File: config.mk
export PLATFORM = sky130hd
export DESIGN_NAME = pil_select
export DESIGN_NICKNAME = d
export VERILOG_FILES = /design/src/rtl/pil_select_pkg.sv /design/src/rtl/pil_bitmap.sv /design/src/rtl/pil_prio.sv /design/src/rtl/pil_trap_ctrl.sv /design/src/rtl/pil_select.sv
export SDC_FILE = /design/constraint.sdc
export NUM_CORES = 1
export LEC_CHECK = 0
export ABC_CLOCK_PERIOD_IN_PS = 2900
export BUFFER_PORTS_ARGS = -buffer_cell sky130_fd_sc_hd__buf_2
export CORE_MARGIN = 1
export CORE_UTILIZATION = 35
export CTS_BUF_LIST = sky130_fd_sc_hd__clkbuf_4
export DETAILED_ROUTE_END_ITERATION = 8
export GPL_TIMING_DRIVEN = 0
export PLACE_DENSITY = 0.57
export SLEW_MARGIN = 20
export SYNTH_ARGS = -nofsm -noshare
export SYNTH_HDL_FRONTEND = slang
export SYNTH_SLANG_ARGS = --single-unit
File: constraint.sdc
create_clock -name clk -period 2.9 [get_ports clk]
set_input_delay 0 -clock clk [delete_from_list [all_inputs] [get_ports clk]]
set_output_delay 0 -clock clk [all_outputs]
set_load 0.01 [all_outputs]
File: src/rtl/pil_select_pkg.sv
package pil_select_pkg;

    typedef enum logic [1:0] {
        DEC_KEEP  = 2'd0,
        DEC_POST  = 2'd1,
        DEC_CLEAR = 2'd2,
        DEC_BLOCK = 2'd3
    } pil_dec_e;

    typedef struct packed {
        logic       any;
        logic [3:0] level;
    } pil_win_t;

    function automatic logic [7:0] make_code(input logic [7:0] base, input logic [3:0] level);
        return base | {4'b0000, level};
    endfunction

endpackage

File: src/rtl/pil_bitmap.sv
module pil_bitmap #(
    parameter int LEVELS = 15
) (
    input  logic              clk,
    input  logic              rst,
    input  logic [LEVELS-1:0] lvl_in,
    output logic [LEVELS-1:0] pil_q,
    output logic              wake_q
);
    logic [LEVELS-1:0] rising;

    assign rising = lvl_in & ~pil_q;

    always_ff @(posedge clk) begin
        if (rst) begin
            pil_q  <= '0;
            wake_q <= 1'b0;
        end else begin
            pil_q  <= lvl_in;
            wake_q <= |rising;
        end
    end

    // a wake pulse always comes with a bit that is now set in the bitmap
    p_wake_has_line_r8: assert property (@(posedge clk) disable iff (rst)
        wake_q |-> (|pil_q));

endmodule

File: src/rtl/pil_prio.sv
module pil_prio
    import pil_select_pkg::*;
#(
    parameter int LEVELS = 15,
    parameter int LVL_W  = 4
) (
    input  logic              clk,
    input  logic              rst,
    input  logic [LEVELS-1:0] pil,
    output pil_win_t          win
);
    logic [LEVELS-1:0] grant;
    logic [LVL_W-1:0]  top;

    for (genvar g = 0; g < LEVELS; g++) begin : g_grant
        if (g == LEVELS - 1) begin : g_top
            assign grant[g] = pil[g];
        end else begin : g_rest
            assign grant[g] = pil[g] & ~(|pil[LEVELS-1:g+1]);
        end
    end

    always_comb begin
        top = '0;
        for (int k = 0; k < LEVELS; k++) begin
            if (grant[k]) top = top | LVL_W'(k + 1);
        end
    end

    always_comb begin
        win       = '0;
        win.any   = |grant;
        win.level = 4'(top);
    end

    // exactly one winner at most, and a winner whenever any bit is set
    p_one_winner_r2: assert property (@(posedge clk) disable iff (rst)
        $onehot0(grant) && ((|pil) == (|grant)));

endmodule

File: src/rtl/pil_trap_ctrl.sv
module pil_trap_ctrl
    import pil_select_pkg::*;
#(
    parameter int               IDX_W    = 8,
    parameter logic [IDX_W-1:0] EXT_BASE = 'h10
) (
    input  logic             clk,
    input  logic             rst,
    input  pil_win_t         win,
    input  logic             other_pend,
    input  logic             trap_taken,
    output logic [IDX_W-1:0] idx_q,
    output logic             req_q
);
    localparam int LVL_W = 4;

    logic [IDX_W-1:0] cur_eff;
    logic [IDX_W-1:0] cand;
    logic [IDX_W-1:0] idx_d;
    logic             req_d;
    pil_dec_e         dec;

    assign cur_eff = trap_taken ? '0 : idx_q;
    assign cand    = IDX_W'(make_code(8'(EXT_BASE), win.level));

    always_comb begin
        if (other_pend)            dec = DEC_BLOCK;
        else if (!win.any)         dec = DEC_CLEAR;
        else if (cand != cur_eff)  dec = DEC_POST;
        else                       dec = DEC_KEEP;
    end

    always_comb begin
        idx_d = cur_eff;
        req_d = req_q;
        unique case (dec)
            DEC_POST:  begin idx_d = cand; req_d = 1'b1; end
            DEC_CLEAR: begin idx_d = '0;   req_d = 1'b0; end
            DEC_BLOCK: begin idx_d = cur_eff; req_d = trap_taken ? 1'b0 : req_q; end
            default:   begin idx_d = cur_eff; req_d = req_q; end
        endcase
    end

    always_ff @(posedge clk) begin
        if (rst) begin
            idx_q <= '0;
            req_q <= 1'b0;
        end else begin
            idx_q <= idx_d;
            req_q <= req_d;
        end
    end

    // a presented code carries the base above a nonzero level
    p_code_form_r3: assert property (@(posedge clk) disable iff (rst)
        (idx_q != '0) |-> ((idx_q[IDX_W-1:LVL_W] == EXT_BASE[IDX_W-1:LVL_W]) && (idx_q[LVL_W-1:0] != '0)));

    // request and presented index agree
    p_req_matches_r4: assert property (@(posedge clk) disable iff (rst)
        req_q == (idx_q != '0));

    // a pending non-external trap freezes the index
    p_hold_other_r5: assert property (@(posedge clk) disable iff (rst)
        (other_pend && !trap_taken) |=> $stable(idx_q));

    // empty bitmap withdraws the request
    p_clear_empty_r6: assert property (@(posedge clk) disable iff (rst)
        (!other_pend && !trap_taken && !win.any) |=> (idx_q == '0) && !req_q);

    // taken trap with another trap pending leaves nothing presented
    p_taken_blocked_r7: assert property (@(posedge clk) disable iff (rst)
        (trap_taken && other_pend) |=> (idx_q == '0));

endmodule

File: src/rtl/pil_select.sv
module pil_select
    import pil_select_pkg::*;
#(
    parameter int         LEVELS   = 15,
    parameter int         IDX_W    = 8,
    parameter logic [7:0] EXT_BASE = 8'h10
) (
    input  logic              clk,
    input  logic              rst,
    input  logic [LEVELS-1:0] lvl_in,
    input  logic              other_pend,
    input  logic              trap_taken,
    output logic              irq_req,
    output logic [IDX_W-1:0]  trap_idx,
    output logic              wake
);
    localparam int LVL_W = $clog2(LEVELS + 1);

    logic [LEVELS-1:0] pil_q;
    pil_win_t          win;

    pil_bitmap #(.LEVELS(LEVELS)) u_bitmap (
        .clk    (clk),
        .rst    (rst),
        .lvl_in (lvl_in),
        .pil_q  (pil_q),
        .wake_q (wake)
    );

    pil_prio #(.LEVELS(LEVELS), .LVL_W(LVL_W)) u_prio (
        .clk (clk),
        .rst (rst),
        .pil (pil_q),
        .win (win)
    );

    pil_trap_ctrl #(.IDX_W(IDX_W), .EXT_BASE(IDX_W'(EXT_BASE))) u_ctrl (
        .clk        (clk),
        .rst        (rst),
        .win        (win),
        .other_pend (other_pend),
        .trap_taken (trap_taken),
        .idx_q      (trap_idx),
        .req_q      (irq_req)
    );

    // reset leaves the outputs idle on the following cycle
    p_reset_idle_r9: assert property (@(posedge clk)
        $past(rst) |-> (!irq_req && (trap_idx == '0) && !wake));

endmodule

; ---- Word-level counts from Yosys, hierarchy flattened
; Cells that the tools add are included.
[totals]
regBits = 25
[op_classes]
n_eq_ne = 5
mux = 22
bitwise_logic = 30
n_reduce_logical = 17
[op_table]
columns = cell, count
row1 = 4-bit 2-to-1 mux, 8
row2 = 15-bit OR reduction, 2
row3 = 8-bit case mux with 2 select lines, 1
row4 = 15-bit bitwise AND, 1
row5 = 15-bit inverter, 1
row6 = 1-bit bitwise AND, 14
row7 = 1-bit inverter, 14
row8 = 14-bit OR reduction, 1
row9 = 13-bit OR reduction, 1
row10 = 3-bit 2-to-1 mux, 4
row11 = 12-bit OR reduction, 1
row12 = 11-bit OR reduction, 1
row13 = 10-bit OR reduction, 1
row14 = 9-bit OR reduction, 1
row15 = 2-bit 2-to-1 mux, 4
row16 = 8-bit 2-to-1 mux, 1
row17 = 5-bit by 8-bit != test with 1-bit output, 1
row18 = 8-bit OR reduction, 1
row19 = 7-bit OR reduction, 1
row20 = 6-bit OR reduction, 1
row21 = 5-bit OR reduction, 1
row22 = 2-bit == test (second input constant), 2
row23 = 4-bit OR reduction, 1
row24 = 1-bit 2-to-1 mux, 3
row25 = other kinds (7), 7

; ---- Logic depth before layout (Yosys ltp)
; Gate-level depths: netlist (run 1).
[depth]
word_depth = 25
ltp_mapped = 11

; ---- Modules after synthesis
; A second synthesis (run 1) with hierarchy kept.
[hier_totals]
cells_unflattened = 136
hier_area_um2 = 1162.4
[modules_own_cells]
columns = module, instances, cells_per_inst, area_per_inst_um2
row1 = pil_bitmap, 1, 56, 519.2
row2 = pil_trap_ctrl, 1, 55, 495.5
row3 = pil_prio, 1, 25, 147.6

; ---- Least setup slack after synthesis (run 1)
; Ideal clock, no wire load.
[synth_path]
path_type = flip-flop to flip-flop
startpoint = register u_bitmap.pil_q[14]
endpoint = register u_ctrl.req_q
t_arrival_ns = 2.352
required_ns = 2.772
setup_slack_ns = 0.420
path_stages_with_launch = 11
synth_period_minus_slack_ns = 2.480
cell_sequence = dfxtp_1 > nor4_2 > nand2_2 > a211oi_1 > a2111oi_1 > xnor2_1 > a31o_1 > ha_1 > o21ai_0 > mux2i_1 > nor2_1
[synth_between]
elab_chain_cells = 25
elab_cells_between_ends = 68
cone_classes = eq/ne (5) / mux (19) / bitwise (28) / reduce/logical (16)
[synth_rtl]
columns = element, line_no
row1 = start: declaration, pil_bitmap.sv:7  ; output logic [LEVELS-1:0] pil_q,
row2 = start signal: assignment, pil_bitmap.sv:19  ; pil_q <= lvl_in;
row3 = 14-bit OR reduction, pil_prio.sv:19  ; assign grant[g] = pil[g] & ~(|pil[LEVELS-1:g+1]);
row4 = 1-bit inverter, pil_prio.sv:19
row5 = 1-bit bitwise AND, pil_prio.sv:19
row6 = 1-bit 2-to-1 mux, pil_prio.sv:26  ; if (grant[k]) top = top | LVL_W'(k + 1);
row7 = 2-bit 2-to-1 mux (2 in a row), pil_prio.sv:26
row8 = 3-bit 2-to-1 mux (4 in a row), pil_prio.sv:26
row9 = 4-bit 2-to-1 mux (8 in a row), pil_prio.sv:26
row10 = 5-bit by 8-bit != test with 1-bit output, pil_trap_ctrl.sv:29  ; else if (cand != cur_eff) dec = DEC_POST;
row11 = 1-bit 2-to-1 mux, pil_trap_ctrl.sv:29
row12 = 2-bit 2-to-1 mux (*), pil_trap_ctrl.sv:28  ; else if (!win.any) dec = DEC_CLEAR;
row13 = 2-bit 2-to-1 mux (*), pil_trap_ctrl.sv:27  ; if (other_pend) dec = DEC_BLOCK;
row14 = 2-bit == test or 2-bit by 1-bit == test with 1-bit output (tied branches), pil_trap_ctrl.sv:36  ; unique case (dec)
row15 = 2-bit != test (no source line) or 3-bit nonzero test (tied branches), -
row16 = 2-bit AND reduction (no source line), -
row17 = end signal: assignment, pil_trap_ctrl.sv:50  ; req_q <= req_d;
row18 = end: declaration, pil_trap_ctrl.sv:13  ; output logic req_q
; Every way passes the cells marked *; elsewhere a longest branch is shown, timed or not.
; A chain may end at the register's enable or synchronous reset.

; ---- Worst setup path in the final report (run 1)
[layout_path]
startpoint = register u_bitmap.pil_q[6]
endpoint = register u_ctrl.req_q
; The elaborated chain is that of the path after synthesis.

==> results of run 1 <==
-- state kept, by name, summed over array words and instances (netlist names) --
name / flops
u_bitmap.pil_q: 15
u_ctrl.idx_q: 8
u_bitmap.wake_q: 1
u_ctrl.req_q: 1
-- timing repair --
item                                   CTS  global route
hold buffers                            16             0
endpoints found under the hold margin   15             0
setup buffers                            0             1
pin swaps                                0             1
setup endpoints to repair                3             7
resized for setup                        1             4
-- cell type report --
cell class | instances | area, um^2
inverter | 17 | 63.81
multi-input combinational | 87 | 618.1
sequential | 25 | 500.5
fill | 344 | 1520
clock buffer | 4 | 30.03
tap | 44 | 55.05
buffer | 2 | 7.507
timing repair buffer | 45 | 307.8
-- cell families (layout without fill, tap and decap cells) --
| group | Yosys count | after routing | share of synthesized area |
|---|---|---|---|
| AO/OA/AOI/OAI | 25 | 25 | 0.1633 |
| XOR/XNOR | 3 | 3 | 0.02271 |
| adder cells (fa/ha/maj) | 4 | 4 | 0.04324 |
| buffers and inverters | 19 | 68 | 0.06162 |
| flip-flops | 25 | 25 | 0.4324 |
| multiplexers | 2 | 2 | 0.01838 |
| AND/OR/NAND/NOR | 53 | 53 | 0.2584 |
-- metal layers --
layer	up-vias	track usage	routed length [um]
met3	4	0.02620	78
met2	23	0.2520	1209
met1	492	0.2293	1382
li1	546	-	-
met4	0	0.06977	44
met5	-	0	0
-- through the flow --
| stage | utilization | cell area [um^2] | hold WS [ns] |
|---|---|---|---|
| floorplan | - | 1157 | 0.07161 |
| CTS | 0.5000 | 1551 | 0.05923 |
| global placement | 0.4359 | 1353 | 0.2198 |
| detailed placement | 0.4359 | 1353 | 0.2336 |
| finish | 0.5101 | 1583 | 0.05868 |
| global route | 0.5101 | 1583 | 0.05010 |
-- power breakdown --
part	internal (mW)	leakage (nW)	switching, mW
Clock	0.0631	0.0184	0.0986
Combinational	0.0655	0.459	0.0590
Sequential	0.360	0.207	0.0165
Total	0.489	0.685	0.174
-- worst max-delay path: cells and delay by family (launching register included) --
kind / cells / cell delay [ns]
AOI/OAI and AO/OA: 2 / 0.38
adders and majority gates: 1 / 0.31
DFF: 1 / 0.37
muxes: 1 / 0.20
and+or+nand+nor: 4 / 1.31
-- path summary, 6_finish.rpt --
| check | from | cells past startpoint | slack, ns | end |
|---|---|---|---|---|
| worst max register to register | u_bitmap.pil_q[6]$_SDFF_PP0_ | 8 | 0.22 | u_ctrl.req_q$_SDFFE_PP0P_ |
| worst min register to register | u_ctrl.idx_q[5]$_SDFF_PP0_ | 1 | 0.50 | u_ctrl.idx_q[5]$_SDFF_PP0_ |
| worst max-delay path | u_bitmap.pil_q[6]$_SDFF_PP0_ | 8 | 0.22 | u_ctrl.req_q$_SDFFE_PP0P_ |
| worst min-delay path | trap_taken | 3 | 0.06 | u_ctrl.idx_q[7]$_SDFF_PP0_ |
-- cells in the final DEF, fill, tap and decap left out, drive strengths merged, types with 4 or more instances in the layout --
cell | Yosys | layout
nor2 | 19 | 19
dlygate4sd3 | 0 | 16
ha | 4 | 4
nor2b | 12 | 12
dfxtp | 25 | 25
nand2 | 7 | 7
clkbuf | 2 | 6
inv | 17 | 17
buf | 0 | 29
==> results_dict.tcl, run 1 <==
set metrics [dict create \
    grt_pass1_vias 982 \
    die_y_um 59.51 \
    die_w_um 59.51 \
    grt_overflow 0 \
    drcViolationCount 0 \
    cts_tree "done" \
    wl_per_cell_um 12.12 \
    drv_cap 0 \
    seq_area_frac_synth 0.4324 \
    htree_levels 1 \
    num_rows 20 \
    synth_area_per_cell_um2 8.835 \
    port-buffer-count 28 \
    cpPeakStageDelay_ns 0.58 \
    ant_nets 0 \
    hold_path.class "in -> reg" \
    drtIter0Drc 19 \
    cts_root_buf "clkbuf_4" \
    drt-pass1-iter-count 5 \
    finalHoldViolCount 0 \
    yosysWarnings 0 \
    cts.sinks 25 \
    leakage_nw 0.6847 \
    worstPathCellList "or4_4 > or4_4 > nor3_1 > a31o_1 > ha_1 > o21ai_0 > mux2i_1 > nor2_1" \
    synth_area_um2 1157 \
    antenna_found_initial 0 \
    fin_skew_ns 0.007259 \
    synthTopCellsByCount "dfxtp_1 (25), inv_1 (17), nor2_1 (17)" \
    ioPinCount 29 \
    synth_top_area_frac 0.4324 \
    clk_latency_ns 0.32 \
    initial_utilization 0.3730 \
    synth_area_leader_cell "dfxtp_1" \
    fin_ws_ns 0.2165 \
    yosys-top-cells-area "dfxtp_1 (43%), nor2b_1 (6.5%), inv_1 (5.5%), nor2_1 (5.5%), ha_1 (4.3%)" \
    fp.dieArea_um2 3541 \
    antenna_cells 0 \
    syn-num-nets 154 \
    grt_max_degree 14 \
    cts_buffer_depth 2 \
    grt_pass1_wl_um 4284 \
    slowest_stage "or4_4" \
    final_cells 224 \
    slew_headroom 0.6331 \
    tightest_slew_ns 0.5435 \
    max_freq_mhz 372.6 \
    outcome "complete, no violations" \
    power_mw 0.6628 \
    p_per_area_nw_per_um2 418.7 \
    yosys_register_bits 25 \
    syn2layout_area_growth_pct 36.76 \
    async_reset_ff_frac 0 \
    synth_top_flop_cell "dfxtp_1" \
    period_needed_ns 2.684 \
    worst_ep_required_time_ns 3.11 \
    netlist_instances 131 \
    cts_made_buffers 3 \
    track_usage 0.1649 \
    clk_pin_slew_ns 0.13 \
    setup_viol 0 \
    dp_slack_ns 0.03002 \
    post-route-period-util 0.9254 \
    worst_setup_path_start_kind "flip-flop" \
    yosysMostFrequentCell "dfxtp_1" \
    drive_above_1_share 0.2556 \
    cp_max_fo 7 \
    vdd_drop_max_mv 0.2040 \
    vias 1065 \
    post-dp-hpwl_um 2030 \
    slew_viol_final 0 \
    core_area_um2 3103 \
    dp_cells 203 \
    routed_wl_um 2714 \
    synth-edff-count 0 \
    nNetsFinal 204 \
    synth_cell_types 37 \
    path_class "reg -> reg" \
    critPathArrivalTime_ns 2.89 \
    cp-end-kind "flip-flop" \
    gp_congestion 0.7413 \
    cpMostUsedCell "or4_4" \
    final.setup.tns_ns 0 \
    post_drt_via_cell_ratio 4.754 \
]
(Power assumes the default switching activity.)
==> run 2, diff against run 1 <==
CELL_PAD_IN_SITES_DETAIL_PLACEMENT = 0   (was default)
CELL_PAD_IN_SITES_GLOBAL_PLACEMENT = 1   (was default)
GPL_TIMING_DRIVEN = default   (was 0)
PLACE_DENSITY = 0.73   (was 0.57)
SKIP_LAST_GASP = 1   (was default)
==> results_dict.tcl, run 2 (synthesis results as in run 1) <==
set metrics [dict create \
    slew_viol_final 0 \
    whs_ns 0.06252 \
    p_per_area_nw_per_um2 425.6 \
    top_register "u_bitmap.pil_q" \
    path_class "reg -> reg" \
    wl_per_cell_um 11.89 \
    finalHoldViolCount 0 \
    largest_reg_flops 15 \
    dp_cells 201 \
    worst_ep_required_time_ns 3.11 \
    post_drt_via_cell_ratio 4.855 \
    post-route-period-util 0.9273 \
    reg2reg_from "u_bitmap.pil_q[6]$_SDFF_PP0_" \
    post-dp-hpwl_um 1938 \
    setup_viol 0 \
    drv_cap 0 \
    vias 1068 \
    crit_family "simple AND/OR/NAND/NOR gates" \
    cts_root_buf "clkbuf_4" \
    cts_buffer_depth 2 \
    fp.dieArea_um2 3541 \
    final_cells 220 \
    final_util 0.5004 \
    worst_setup_path_start_kind "flip-flop" \
    placed_cell_area_um2 1345 \
    grt_overflow 0 \
    cpMostUsedCell "or4_4" \
    gp_congestion 0.8516 \
    htree_levels 1 \
    core_area_um2 3103 \
    drtIter0Drc 45 \
    num_rows 20 \
    ant_nets 0 \
    cts_tree "done" \
    clk_latency_ns 0.31 \
    final_common_cell "buf_2" \
    track_usage 0.1583 \
    drcViolationCount 0 \
    leakage_nw 0.6713 \
    cp-end-kind "flip-flop" \
    antenna_cells 0 \
    cpPeakStageDelay_ns 0.58 \
    most-common-layout-cells "buf_2 (28), dfxtp_1 (25), inv_1 (17), nor2_1 (17), dlygate4sd3_1 (15)" \
    port-buffer-count 28 \
    routed_wl_um 2615 \
    grt_pass1_wl_um 4167 \
    slew_headroom 0.5990 \
    tightest_slew_ns 0.5940 \
    max_freq_mhz 371.9 \
    clk_pin_slew_ns 0.14 \
    syn2layout_area_growth_pct 34.16 \
    cp_max_fo 7 \
    die_y_um 59.51 \
    grt_max_degree 24 \
    outcome "complete, no violations" \
    top_regs "u_bitmap.pil_q: 15 flops, u_ctrl.idx_q: 8 flops" \
    ioPinCount 29 \
    die_w_um 59.51 \
    period_needed_ns 2.689 \
    worstPathCellList "or4_4 > or4_4 > nor3_1 > a31o_1 > ha_1 > o21ai_1 > mux2i_1 > nor2_1" \
    slowest_stage "or4_4" \
    drt-pass1-iter-count 4 \
    final.setup.tns_ns 0 \
    path_buf_inv 0 \
    fin_area_um2 1553 \
    drive_above_1_share 0.2500 \
    post_cts_buffers 0 \
    worstSetupStartpoint "u_bitmap.pil_q[6]$_SDFF_PP0_" \
    vdd_drop_max_mv 0.1899 \
    hold_start "trap_taken" \
    critPathArrivalTime_ns 2.90 \
    initial_utilization 0.3730 \
    cts_made_buffers 3 \
    nNetsFinal 200 \
    antenna_found_initial 0 \
    cts.sinks 25 \
    hold_path.class "in -> reg" \
    grt_pass1_vias 945 \
    fin_skew_ns 0.009959 \
]
==> run 2: what timing repair did <==
item                       4_1_cts  5_1_grt
resized for setup                0        5
hold buffers                    15        0
setup endpoints to repair        0        7
hold endpoints to repair        15        0
==> run 2: per-layer routing <==
metal  global-route usage  part of all wire
met2               0.2472              0.45
met1               0.2182              0.49
met5                    0                 0
met4              0.05980            0.0065
met3              0.02620             0.056
==> run 2: worst paths after layout <==
check        cells past startpoint                          to  slack [ns]
min reg2reg                      1  u_ctrl.idx_q[5]$_SDFF_PP0_        0.51
max                              8   u_ctrl.req_q$_SDFFE_PP0P_        0.21
max reg2reg                      8   u_ctrl.req_q$_SDFFE_PP0P_        0.21
min                              3  u_ctrl.idx_q[7]$_SDFF_PP0_        0.06
==> run 2: per-stage QoR <==
| step | power, mW | setup WS [ns] |
|---|---|---|
| floorplan | 0.4459 | 0.4203 |
| global placement | 0.4812 | 0.2508 |
| detailed placement | 0.4814 | 0.1434 |
| CTS | 0.6596 | 0.07282 |
| global route | 0.7009 | -0.009286 |
| finish | 0.6608 | 0.2108 |
==> run 2: area by class of cell <==
class                           count  area, um^2
Tap cell                           44       55.05
Timing Repair Buffer               43       290.3
Inverter                           17       63.81
Fill cell                         311        1550
Multi-Input combinational cell     87       613.1
Sequential cell                    25       500.5
Clock buffer                        4       30.03
==> run 2: worst register-to-register path: stages, from the launching register on <==
cell and delay (ns):
dfxtp_1 0.38, or4_4 0.58, or4_4 0.44, nor3_1 0.28, a31o_1 0.17, ha_1 0.31
o21ai_1 0.20, mux2i_1 0.19, nor2_1 0.05
==> run 2: where the power goes <==
part	total, mW	switching (mW)	internal (mW)
Clock	0.165	0.102	0.0630
Combinational	0.119	0.0565	0.0626
Sequential	0.377	0.0167	0.360
Total	0.661	0.175	0.486
==> run 3, diff against run 2 <==
SYNTH_HIERARCHICAL = 1   (was default)
==> results_dict.tcl, run 3 <==
set metrics [dict create \
    slowest_stage "dfxtp_2" \
    final_cells 234 \
    yosys_register_bits 25 \
    syn-num-nets 159 \
    path_class "reg -> reg" \
    drtIter0Drc 26 \
    drt-met1-wl_um 1164 \
    drt-pass1-iter-count 4 \
    port-buffer-count 28 \
    num_rows 20 \
    die_y_um 59.63 \
    most-common-layout-cells "buf_2 (29), dfxtp_1 (23), nor2_1 (22)" \
    ant_nets 0 \
    cts.sinks 25 \
    synth_area_um2 1162 \
    vias 1104 \
    synthTopCellsByCount "dfxtp_1 (25), nor2_1 (22), inv_1 (20)" \
    synth_top_flop_cell "dfxtp_1" \
    gp_congestion 0.7551 \
    post_drt_via_cell_ratio 4.718 \
    max_freq_mhz 362.4 \
    slew_viol_final 0 \
    track_usage 0.1667 \
    setup_viol 0 \
    worst_ep_required_time_ns 3.17 \
    async_reset_ff_frac 0 \
    placed_cell_area_um2 1385 \
    period_needed_ns 2.759 \
    cpPeakStageDelay_ns 0.37 \
    critPathArrivalTime_ns 3.03 \
    nNetsFinal 214 \
    die_w_um 59.63 \
    clk_pin_slew_ns 0.13 \
    worst_setup_path_start_kind "flip-flop" \
    syn2layout_area_growth_pct 41.01 \
    initial_utilization 0.3746 \
    yosysWarnings 6 \
    p_per_area_nw_per_um2 412.7 \
    yosysMostFrequentCell "dfxtp_1" \
    netlist_instances 136 \
    grt_pass1_vias 1077 \
    cts_made_buffers 3 \
    hold_path.class "in -> reg" \
    post-dp-hpwl_um 1936 \
    multiInputGateArea_um2 609.3 \
    yosys-top-cells-area "dfxtp_1 (43%), nor2_1 (7.1%), inv_1 (6.5%), ha_1 (4.3%), nor2b_1 (4.3%)" \
    tightest_slew_ns 0.4468 \
    synth_area_per_cell_um2 8.547 \
    cts_root_buf "clkbuf_4" \
    antenna_found_initial 0 \
    grt_pass1_wl_um 4429 \
    seq_area_frac_synth 0.4306 \
    outcome "complete, no violations" \
    fp.dieArea_um2 3556 \
    grt_max_degree 24 \
    fin_skew_ns 0.001724 \
    wl_met3_um 84 \
    fin_area_um2 1639 \
    slew_headroom 0.7021 \
    wl_met2_um 1395 \
    wl_per_cell_um 11.45 \
    n_fill_cell 299 \
    leakage_nw 0.7501 \
    synth_cell_types 35 \
    cp-end-kind "flip-flop" \
    synth_top_area_frac 0.4306 \
    core_area_um2 3103 \
    worstPathCellList "inv_1 > a211oi_1 > o21ai_0 > a311o_1 > and4bb_1 > a31oi_1 > o21a_1 > o22a_1 > ha_4 > buf_2 > nor3_4 > and2_1" \
    largest_reg_flops 15 \
    regArea_um2 503.0 \
    cp_max_fo 6 \
    synth_area_leader_cell "dfxtp_1" \
    top_register "u_bitmap/pil_q" \
    post-route-period-util 0.9515 \
    ioPinCount 29 \
    cts_buffer_depth 2 \
    antenna_cells 0 \
    drcViolationCount 0 \
    htree_levels 1 \
    cts_tree "done" \
    dp_cells 211 \
    top_regs "u_bitmap/pil_q: 15 flops, u_ctrl/idx_q: 8 flops" \
    drv_cap 0 \
    clk_latency_ns 0.32 \
    vdd_drop_max_mv 0.2201 \
    final_common_cell "buf_2" \
    highest_layer "met4" \
    drive_above_1_share 0.2789 \
    synth-edff-count 0 \
    finalHoldViolCount 0 \
    whs_ns 0.07889 \
    grt_overflow 0 \
    routed_wl_um 2679 \
]
==> run 3: changes by cell type in the layout (fill, tap and decap cells not counted), moves of 3 or more <==
cell / previous run / this run
o22ai_1: 3 / 6
nor2_1: 17 / 22
buf_4: 0 / 9
nand2_1: 6 / 1
inv_1: 17 / 20
nor2b_1: 12 / 8
a31oi_1: 2 / 5
==> run 3: cell type report <==
cell class	instances	area share
timing repair buffer	53	0.2214
sequential	25	0.3069
inverter	21	0.04809
multi-input combinational	87	0.3718
tap	44	0.03359
clock buffer	4	0.01832
==> run 3: stage by stage <==
step	utilization	TNS, ns	power [mW]	worst slack [ns]
2_1_floorplan	-	0	0.4466	0.1269
3_3_place_gp	0.4464	0	0.4846	0.06523
3_5_place_dp	0.4464	-0.5633	0.4879	-0.09418
4_1_cts	0.5065	0	0.6742	0.04660
5_1_grt	0.5282	-0.01459	0.7181	-0.01277
6_report	0.5282	0	0.6765	0.1407
==> run 3: logic make-up (layout without fill, tap and decap cells) <==
group | after synthesis | in the layout | share of synthesized area
XOR/XNOR | 3 | 3 | 0.02261
buffers and inverters | 24 | 78 | 0.08288
AO/OA/AOI/OAI | 26 | 26 | 0.1486
AND/OR/NAND/NOR | 52 | 52 | 0.2551
multiplexers | 2 | 2 | 0.01722
adder cells (fa/ha/maj) | 4 | 4 | 0.04306
flip-flops | 25 | 25 | 0.4306
==> run 3: path summary, 6_finish.rpt <==
check                                                   from                       endpoint  slack (ns)  cells past startpoint
worst max-delay path            u_bitmap/pil_q[7]$_SDFF_PP0_     u_ctrl/idx_q[6]$_SDFF_PP0_        0.14                     12
worst min-delay path                                     rst  u_bitmap/pil_q[12]$_SDFF_PP0_        0.08                      2
worst max register to register  u_bitmap/pil_q[7]$_SDFF_PP0_     u_ctrl/idx_q[6]$_SDFF_PP0_        0.14                     12
worst min register to register     u_ctrl/req_q$_SDFFE_PP0P_      u_ctrl/req_q$_SDFFE_PP0P_        0.50                      2
==> run 3: what timing repair did <==
item                       4_1_cts  5_1_grt
hold endpoints to repair        15        0
pin swaps                        0        5
setup endpoints to repair        8        8
gates resized for setup          2        9
buffers inserted                 0        4
hold buffers                    15        0
==> run 3: worst max-delay path, delay by kind of cell, from the launching register on <==
kind | cells | cell delay, ns
AND/OR/NAND/NOR | 3 | 0.63
AO/OA/AOI/OAI | 6 | 1.20
flip-flops | 1 | 0.37
buffers and inverters | 2 | 0.23
adder cells (fa/ha/maj) | 1 | 0.28
==> run 3: layer usage <==
| metal | up-vias | GRT usage |
|---|---|---|
| met5 | - | 0 |
| met4 | 0 | 0.07641 |
| met3 | 4 | 0.02838 |
| met2 | 26 | 0.3050 |
| met1 | 505 | 0.1867 |
| li1 | 569 | - |
==> run 3: power breakdown <==
group | internal [mW] | switching (mW) | leakage [nW] | total (mW)
Sequential | 0.360 | 0.0143 | 0.207 | 0.375
Combinational | 0.0744 | 0.0631 | 0.524 | 0.137
Clock | 0.0632 | 0.101 | 0.0184 | 0.164
